File: config.mk
export PLATFORM = sky130hd
export DESIGN_NAME = scc_core
export DESIGN_NICKNAME = d
export VERILOG_FILES = /design/src/rtl/scc_pkg.sv /design/src/rtl/scc_decode.sv /design/src/rtl/scc_alu.sv /design/src/rtl/scc_regfile.sv /design/src/rtl/scc_core.sv
export SDC_FILE = /design/constraint.sdc
export NUM_CORES = 2
export LEC_CHECK = 0
export ABC_AREA = 1
export BUFFER_PORTS_ARGS = -buffer_cell sky130_fd_sc_hd__buf_2
export CAP_MARGIN = 20
export CELL_PAD_IN_SITES_DETAIL_PLACEMENT = 0
export CELL_PAD_IN_SITES_GLOBAL_PLACEMENT = 2
export CORE_UTILIZATION = 37
export CTS_BUF_LIST = sky130_fd_sc_hd__clkbuf_4 sky130_fd_sc_hd__clkbuf_8
export CTS_CLUSTER_SIZE = 30
export DETAILED_ROUTE_END_ITERATION = 8
export PLACE_DENSITY_LB_ADDON = 0.2
export SLEW_MARGIN = 25
export SYNTH_ARGS = -nofsm -noshare
export SYNTH_HDL_FRONTEND = slang
export SYNTH_SLANG_ARGS = --single-unit
File: constraint.sdc
create_clock -name clk -period 5.1 [get_ports clk]
set_input_delay 0.51 -clock clk [delete_from_list [all_inputs] [get_ports clk]]
set_output_delay 0.51 -clock clk [all_outputs]
set_load 0.005 [all_outputs]
File: src/rtl/scc_pkg.sv
package scc_pkg;

    localparam int XLEN  = 32;
    localparam int NREGS = 32;

    localparam logic [5:0] OPC_REG   = 6'b000000;
    localparam logic [5:0] OPC_BEQ   = 6'b000100;
    localparam logic [5:0] OPC_BNE   = 6'b000101;
    localparam logic [5:0] OPC_ADDIU = 6'b001001;
    localparam logic [5:0] OPC_SLTI  = 6'b001010;
    localparam logic [5:0] OPC_ANDI  = 6'b001100;
    localparam logic [5:0] OPC_ORI   = 6'b001101;
    localparam logic [5:0] OPC_LOAD  = 6'b100011;
    localparam logic [5:0] OPC_STORE = 6'b101011;

    localparam logic [5:0] FN_ADDU = 6'b100001;
    localparam logic [5:0] FN_SUBU = 6'b100011;
    localparam logic [5:0] FN_AND  = 6'b100100;
    localparam logic [5:0] FN_OR   = 6'b100101;
    localparam logic [5:0] FN_SLT  = 6'b101010;

    typedef enum logic [2:0] {
        ALU_ADD,
        ALU_SUB,
        ALU_AND,
        ALU_OR,
        ALU_SLT
    } alu_op_e;

    typedef struct packed {
        alu_op_e alu_op;
        logic    reg_we;
        logic    dst_rd;
        logic    use_imm;
        logic    imm_zext;
        logic    mem_rd;
        logic    mem_wr;
        logic    br_eq;
        logic    br_ne;
    } ctrl_t;

    typedef struct packed {
        logic [5:0]  opc;
        logic [4:0]  rs;
        logic [4:0]  rt;
        logic [4:0]  rd;
        logic [4:0]  sh;
        logic [5:0]  fn;
    } iword_t;

    function automatic logic [XLEN-1:0] ext16(input logic [15:0] v, input logic zext);
        return zext ? {{(XLEN-16){1'b0}}, v} : {{(XLEN-16){v[15]}}, v};
    endfunction

endpackage

File: src/rtl/scc_decode.sv
module scc_decode
    import scc_pkg::*;
(
    input  iword_t iw,
    output ctrl_t  ctrl
);

    always_comb begin
        ctrl = '0;
        ctrl.alu_op = ALU_ADD;
        unique case (iw.opc)
            OPC_REG: begin
                ctrl.dst_rd = 1'b1;
                ctrl.reg_we = 1'b1;
                unique case (iw.fn)
                    FN_ADDU: ctrl.alu_op = ALU_ADD;
                    FN_SUBU: ctrl.alu_op = ALU_SUB;
                    FN_AND:  ctrl.alu_op = ALU_AND;
                    FN_OR:   ctrl.alu_op = ALU_OR;
                    FN_SLT:  ctrl.alu_op = ALU_SLT;
                    default: ctrl.reg_we = 1'b0;
                endcase
            end
            OPC_ADDIU: begin
                ctrl.reg_we  = 1'b1;
                ctrl.use_imm = 1'b1;
            end
            OPC_SLTI: begin
                ctrl.reg_we  = 1'b1;
                ctrl.use_imm = 1'b1;
                ctrl.alu_op  = ALU_SLT;
            end
            OPC_ANDI: begin
                ctrl.reg_we   = 1'b1;
                ctrl.use_imm  = 1'b1;
                ctrl.imm_zext = 1'b1;
                ctrl.alu_op   = ALU_AND;
            end
            OPC_ORI: begin
                ctrl.reg_we   = 1'b1;
                ctrl.use_imm  = 1'b1;
                ctrl.imm_zext = 1'b1;
                ctrl.alu_op   = ALU_OR;
            end
            OPC_LOAD: begin
                ctrl.reg_we  = 1'b1;
                ctrl.use_imm = 1'b1;
                ctrl.mem_rd  = 1'b1;
            end
            OPC_STORE: begin
                ctrl.use_imm = 1'b1;
                ctrl.mem_wr  = 1'b1;
            end
            OPC_BEQ: ctrl.br_eq = 1'b1;
            OPC_BNE: ctrl.br_ne = 1'b1;
            default: ;
        endcase
    end

endmodule

File: src/rtl/scc_alu.sv
module scc_alu
    import scc_pkg::*;
#(
    parameter int W = XLEN
) (
    input  logic [W-1:0] a,
    input  logic [W-1:0] b,
    input  alu_op_e      op,
    output logic [W-1:0] y
);

    always_comb begin
        unique case (op)
            ALU_ADD: y = a + b;
            ALU_SUB: y = a - b;
            ALU_AND: y = a & b;
            ALU_OR:  y = a | b;
            ALU_SLT: y = {{(W-1){1'b0}}, ($signed(a) < $signed(b))};
            default: y = '0;
        endcase
    end

endmodule

File: src/rtl/scc_regfile.sv
module scc_regfile #(
    parameter int W = 32,
    parameter int N = 32,
    localparam int AW = $clog2(N)
) (
    input  logic          clk,
    input  logic          rst,
    input  logic [AW-1:0] ra_a,
    input  logic [AW-1:0] ra_b,
    output logic [W-1:0]  rd_a,
    output logic [W-1:0]  rd_b,
    input  logic          we,
    input  logic [AW-1:0] wa,
    input  logic [W-1:0]  wd
);

    logic [W-1:0] regs [N];

    assign regs[0] = '0;

    for (genvar i = 1; i < N; i++) begin : g_reg
        always_ff @(posedge clk) begin
            if (rst)
                regs[i] <= '0;
            else if (we && wa == AW'(i))
                regs[i] <= wd;
        end
    end

    assign rd_a = regs[ra_a];
    assign rd_b = regs[ra_b];

endmodule

File: src/rtl/scc_core.sv
module scc_core
    import scc_pkg::*;
#(
    parameter int W = XLEN,
    parameter int N = NREGS,
    localparam int AW = $clog2(N)
) (
    input  logic         clk,
    input  logic         rst,
    output logic [W-1:0] imem_addr,
    input  logic [31:0]  imem_data,
    output logic [W-1:0] dmem_addr,
    output logic [W-1:0] dmem_wdata,
    output logic         dmem_rd,
    output logic         dmem_wr,
    input  logic [W-1:0] dmem_rdata,
    input  logic         dmem_ack
);

    iword_t       iw;
    ctrl_t        ctrl;
    logic [W-1:0] pc_q, pc_seq, pc_br, pc_d;
    logic [W-1:0] src_a, src_b, imm_x, alu_b, alu_y, wb_val;
    logic [AW-1:0] wb_idx;
    logic         wait_mem, wb_en, br_take;

    assign iw = iword_t'(imem_data);

    scc_decode u_dec (
        .iw   (iw),
        .ctrl (ctrl)
    );

    scc_regfile #(.W(W), .N(N)) u_rf (
        .clk  (clk),
        .rst  (rst),
        .ra_a (iw.rs[AW-1:0]),
        .ra_b (iw.rt[AW-1:0]),
        .rd_a (src_a),
        .rd_b (src_b),
        .we   (wb_en),
        .wa   (wb_idx),
        .wd   (wb_val)
    );

    assign imm_x = ext16({iw.rd, iw.sh, iw.fn}, ctrl.imm_zext);
    assign alu_b = ctrl.use_imm ? imm_x : src_b;

    scc_alu #(.W(W)) u_alu (
        .a  (src_a),
        .b  (alu_b),
        .op (ctrl.alu_op),
        .y  (alu_y)
    );

    // memory side and wait condition
    assign dmem_addr  = alu_y;
    assign dmem_wdata = src_b;
    assign dmem_rd    = ctrl.mem_rd;
    assign dmem_wr    = ctrl.mem_wr;
    assign wait_mem   = (ctrl.mem_rd | ctrl.mem_wr) & ~dmem_ack;

    // writeback
    assign wb_idx = ctrl.dst_rd ? iw.rd[AW-1:0] : iw.rt[AW-1:0];
    assign wb_val = ctrl.mem_rd ? dmem_rdata : alu_y;
    assign wb_en  = ctrl.reg_we & ~wait_mem;

    // next PC
    assign br_take = (ctrl.br_eq & (src_a == src_b)) | (ctrl.br_ne & (src_a != src_b));
    assign pc_seq  = pc_q + W'(4);
    assign pc_br   = pc_seq + {imm_x[W-3:0], 2'b00};
    assign pc_d    = br_take ? pc_br : pc_seq;

    always_ff @(posedge clk) begin
        if (rst)
            pc_q <= '0;
        else if (!wait_mem)
            pc_q <= pc_d;
    end

    assign imem_addr = pc_q;

endmodule

Yosys cells after proc, flatten, opt, wreduce, memory -nomap -nowiden
Index checks and enable logic that the tools add are counted.
{ "totals": {"memories": 0, "word_cells": 161, "romBits": 0, "regBits": 1024, "in_bits": 67, "output_inout_bits": 98, "ramBits": 0, "latch_bits": 0} }
{ "op_classes": {"n_bitwise": 12, "magnitude_cmp": 3, "eq_ne": 50, "n_div": 0, "reduce_logical": 37, "n_mul": 0, "shifts": 0, "muxes": 23, "add_sub_neg": 4} }
{ "op_table": {"columns": ["operator", "count"], "rows": [
  ["binary-select mux 32 bit (select 5 bit)", 2],
  ["2-to-1 mux 32 bit", 8],
  ["one-hot mux 32 bit (5 select lines)", 1],
  ["equality test 5 bit, second input constant", 16],
  ["adder 32 bit", 2],
  ["equality test 6 bit, second input constant", 7],
  ["equality test 5 x 4 -> 1 bit, second input constant", 8],
  ["adder 32 x 3 -> 32 bit, second input constant", 1],
  ["bitwise AND 32 bit", 1],
  ["equality test 32 bit", 1],
  ["< comparator 32 bit", 1],
  ["!= test 32 bit", 1],
  ["OR 32 bit", 1],
  ["subtractor 32 bit", 1],
  ["logical AND 1 bit", 31],
  ["equality test 6 x 4 -> 1 bit, second input constant", 4],
  ["one-hot mux 3 bit (4 select lines)", 2],
  ["equality test 5 x 3 -> 1 bit, second input constant", 4],
  ["equality test 6 x 3 -> 1 bit, second input constant", 2],
  [">= comparator 6 bit, second input constant", 2],
  ["NOT 5 -> 6 bit", 2],
  ["equality test 5 x 2 -> 1 bit, second input constant", 2],
  ["OR reduction 5 bit", 2],
  ["2-to-1 mux 1 bit", 8],
  ["other kinds (13)", 19]
]} }

Depth between registers and ports, before layout
{ "depth": {"ltp_word": 8, "mapped_depth": 33, "depth_no_buf": 28} }

Hierarchy
Synthesis repeated with hierarchy kept, for this count alone.
{ "hier_totals": {"hier_cells": 11481, "area_unflattened_um2": 67725.0} }
{ "by_module_without_submodules": {"columns": ["mod", "cells_each", "instances", "area_per_inst_um2"], "rows": [
  ["scc_regfile", 9185, 1, 55690.9],
  ["scc_alu", 1148, 1, 6018.3],
  ["scc_core", 1090, 1, 5733.0],
  ["scc_decode", 58, 1, 282.8]
]} }

Least setup slack after synthesis
Ideal clock, no wire load.
{ "synth_path": {"kind": "input-to-output", "start": "in imem_data[18]", "end": "out dmem_addr[28]", "path_buffers": 3, "stages": 22, "path_slack_ps": 730, "t_arrival_ps": 3860, "required_time_ps": 4590, "cell_sequence": "inv_1 -> clkbuf_1 -> clkbuf_1 -> o211a_1 -> o21ai_0 -> nand3_1 -> nand2_1 -> o21ai_0 -> inv_1 -> ha_1 -> clkbuf_1 -> nand2_1 -> nor4_1 -> nand3_1 -> nand3_1 -> a21oi_1 -> o21ai_0 -> a21oi_1 -> o21ai_0 -> o221ai_1 -> inv_1 -> nand2_1"} }
{ "synth_via": {"elab_chain_cells": 7} }
{ "synth_lines": {"columns": ["item", "line_no", "rtl"], "rows": [
  ["from (decl)", "scc_core.sv:11", "input logic [31:0] imem_data,"],
  ["NOT 5 -> 6 bit (implied by the code) (*)", "scc_regfile.sv:31", "assign rd_b = regs[ra_b];"],
  ["binary-select mux 32 bit (select 5 bit) (*)", "scc_regfile.sv:31", null],
  ["2-to-1 mux 32 bit (implied by the code) (*) (2 in series)", "scc_regfile.sv:31", null],
  ["via dmem_wdata[21]", "scc_core.sv:13", "output logic [W-1:0] dmem_wdata,"],
  ["2-to-1 mux 32 bit (*)", "scc_core.sv:47", "assign alu_b = ctrl.use_imm ? imm_x : src_b;"],
  ["subtractor 32 bit or adder 32 bit (tied branches)", "scc_alu.sv:15, scc_alu.sv:14", null],
  ["one-hot mux 32 bit (5 select lines) (*)", "scc_alu.sv:13", "unique case (op)"],
  ["to (decl)", "scc_core.sv:12", "output logic [W-1:0] dmem_addr,"]
]} }
The timed path passes the listed nets; every way through them passes the cells marked *. The select of a mux whose other input is x is not followed.

Final worst setup path
{ "layout_path": {"start": "reg u_rf.regs[459] (netlist bit)", "end": "out dmem_addr[20]"} }
{ "layout_via": {"elab_chain_cells": 6} }
{ "layout_lines": {"columns": ["item", "line_no", "rtl"], "rows": [
  ["from (decl)", "scc_regfile.sv:17", "logic [W-1:0] regs [N];"],
  ["from (signal, indexed assignment)", "scc_regfile.sv:26", "regs[i] <= wd;"],
  ["binary-select mux 32 bit (select 5 bit)", "scc_regfile.sv:31", null],
  ["2-to-1 mux 32 bit (implied by the code) (2 in series)", "scc_regfile.sv:31", null],
  ["2-to-1 mux 32 bit", "scc_core.sv:47", null],
  ["subtractor 32 bit or adder 32 bit (tied branches)", "scc_alu.sv:15, scc_alu.sv:14", null],
  ["one-hot mux 32 bit (5 select lines) (*)", "scc_alu.sv:13", null]
]} }
Mark *: on every way between the ends. The rest lies on a longest branch, timed or not. The select of a mux whose other input is x is not followed.

==> qor.txt <==
count of input and output buffers: 162
worst slew margin relative to its limit: 27.7%
die area: 167000 um^2
startpoint class of the critical path: register
setup skew after layout: 72.2 ps
M3 GR Usage: 4.83%
Yosys top cell area share: 33.5%
met2 Usage GRT: 53.5%
number of global-route vias before repair: 64700
Post-synth ARST share: 0%
antenna violations before repair: 8
GR met1 Demand/Resource: 47.0%
CTS buffer count: 190
proportion of layout cells with a drive suffix above 1: 18.4%
Slew @ Worst Pin: 1080 ps
TritonCTS clock tree: built
synth-to-layout area growth: 24.6%
initial standard-cell utilization of the core: 37.4%
cell accounting for the most synthesized area: dfxtp_1
minimum setup slack in the final design: 139 ps
Setup violations, final: 0
number of max-capacitance violations reported: 0
routability congestion estimate from global placement: 0.929
leading post-synthesis cells by cell area: dfxtp_1 (33%), a21oi_1 (13%), o21ai_0 (12%)
average wire per standard cell: 24.6 um
Total Power Consumption: 23.9 mW
Post-Syn Area: 61100 um^2
Most Used Layer, Global Route: met2
DRC violations left: 0
average footprint of a synthesized cell: 6.53 um^2
number of vias per cell after detailed routing: 5.77
Worst Hold Class: in -> reg
height of the chip: 408 um
count of synthesis-stage warnings from yosys: 0
Core Area: 163000 um^2
number of endpoints with negative hold slack in the final report: 0
shortest period the worst path allows: 4960 ps
maximum VDD drop: 268 uV
first-pass iteration count of the detailed router: 6
Fmax achieved: 202 MHz
post-route antenna net violation count: 0
total number of placement rows: 148
final standard cell count with taps included and fillers excluded: 12100
sum of net half-perimeters after detailed placement: 197000 um
worst slack at placement: -574 ps
final WL: 298000 um
Leak Pwr: 31.2 nW
most frequent cells in the layout: a21oi_1 (1488), o21ai_0 (1431), nand2_1 (1358)
clk root buf: clkbuf_8
Skew-Pair Late Insertion Delay: 970 ps
startpoint of the lowest-slack hold path: dmem_rdata[16]
fin crit share: 97.3%
gr usage total: 34.2%
leading register cell type out of synthesis: dfxtp_1
power density relative to cell area: 313 nW/um^2
critical path class: reg -> out
sum of overflow across all layers after global routing: 0
maximum count of clock buffers along a single path: 3
net count reported at finish: 9976
maximum number of pins on one net before global-route repair: 166
status: completed
initial drt markers: 7469
vias: 69800
RSZ-0062 raised after global routing: yes
Reg clk slew, reported paths: 60 ps
Synth cell types: 58
largest fanout of any net on the critical path: 8
signal arrival time at the worst endpoint: 4450 ps
Synth Instances: 9368
Critical Path Sink Type: output port
first-pass GRT wire length: 433000 um
number of ports placed on the die boundary: 165
Die X: 408 um
leading cell type in the layout, fill and taps excluded: a21oi_1
htree depth: 4
worst flop-to-flop path startpoint: imem_addr[2]$_SDFFE_PP0N_
CP startpoint: u_rf.regs[459]$_SDFFE_PP0P_
total of flip-flops plus latches after synthesis: 1022
register area share after synthesis: 33.5%
required time reported for the critical path endpoint: 4590 ps
EDFF count, synth: 0
CTS Sinks: 1022
max-slew violations: 0
cell count after placement: 11700
[sequential cells by signal (all words and copies together), names as in the netlist]
signal	flops
u_rf.regs	992
imem_addr	30
[worst paths after layout]
path	slack, ps	end	depth (start not counted)
worst max-delay path	140	dmem_addr[20]	25
worst min-delay path	70	u_rf.regs[624]$_SDFFE_PP0P_	4
worst max register to register	740	imem_addr[31]$_SDFFE_PP0N_	23
worst min register to register	530	u_rf.regs[922]$_SDFFE_PP0P_	2
[logic make-up (layout without fill, tap and decap cells)]
family                   after synthesis  after routing  synth area share [%]
other                                  1              6               0.00613
adder cells (fa/ha/maj)              132            132                  2.73
buffers and inverters               1464           2021                  9.99
XOR/XNOR                              75             75                  1.07
AND/OR/NAND/NOR                     3068           3068                  21.5
AO/OA/AOI/OAI                       3600           3600                  31.2
multiplexers                           6              6                0.0982
flip-flops                          1022           1022                  33.5
[worst max-delay path: stages, from the launching register on]
cell        delay, ps
dfxtp_2           330
o21ai_2           100
a21oi_1            50
o21ai_1           200
nand3_1           100
nand2_1            90
nand2_1            70
nand2_2           100
buf_12            130
clkinvlp_4        150
ha_4              320
buf_6             120
nand2_2            80
buf_4             140
buf_4             130
o21a_4            230
o221ai_4          190
a21oi_2            70
inv_2              90
a21oi_2            60
or2_2             270
nand3_1            70
o211ai_1           80
inv_1             110
nand2_2            70
buf_2             130
[report_power, final]
group          switching (mW)  leakage, nW  internal [mW]  total [mW]
Clock                    3.90         2.21           4.78        8.68
Combinational            4.53         20.8           2.62        7.15
Sequential             0.0283         8.24           8.02        8.05
Total                    8.45         31.2           15.4        23.9
[Yosys cell counts (13+ instances only)]
master       n
buf_4       33
nor3_1      25
nand2_1   1407
o22ai_1     23
o21ai_1    194
o221ai_1    61
buf_2      309
nand3_1    990
buf_6       13
a211oi_1    21
inv_1      561
a21oi_1   1530
nor2_1     555
nand4_1     16
inv_2       19
o211ai_1   153
dfxtp_1   1022
clkbuf_1   466
a22o_1      16
or2_2       31
xor2_1      63
buf_1       59
o21ai_0   1523
ha_1       130
[through the flow]
stage | area, um^2 | TNS [ps] | hold slack [ps] | utilization, %
after floorplan | 61100 | 0 | 492 | -
final | 76200 | 0 | 72.6 | 46.6
after detailed placement | 70300 | -88560 | 511 | 43.0
after global placement | 70300 | -69330 | 508 | 43.0
after global routing | 76200 | -182 | 44.8 | 46.6
after CTS | 74800 | -28.4 | 1.44 | 45.8
[timing repair]
action	4_1_cts	5_1_grt
resized for setup	100	328
gates cloned	0	5
hold buffers	4	0
buffers inserted	1	17
endpoints found under the hold margin	24	0
endpoints found under the setup margin	26	25
pin swaps	15	98
[area by class of cell]
class                   count  area, um^2
inverters                 584        2260
multi-input cells        6883       36200
fillers                 16900       87100
diodes                      4        10.0
flip-flops and latches   1022       20500
clock buffers             305        3790
well taps                2175        2720
repair buffers           1096       10400
clock inverters            36         317
[per-layer routing]
| layer | vias up | routed length, um |
|---|---|---|
| met4 | 0 | 13100 |
| met1 | 33200 | 130000 |
| met3 | 535 | 23300 |
| met5 | - | 0 |
| met2 | 2996 | 132000 |
| li1 | 33100 | - |
Power figures use the tool's default switching activity.
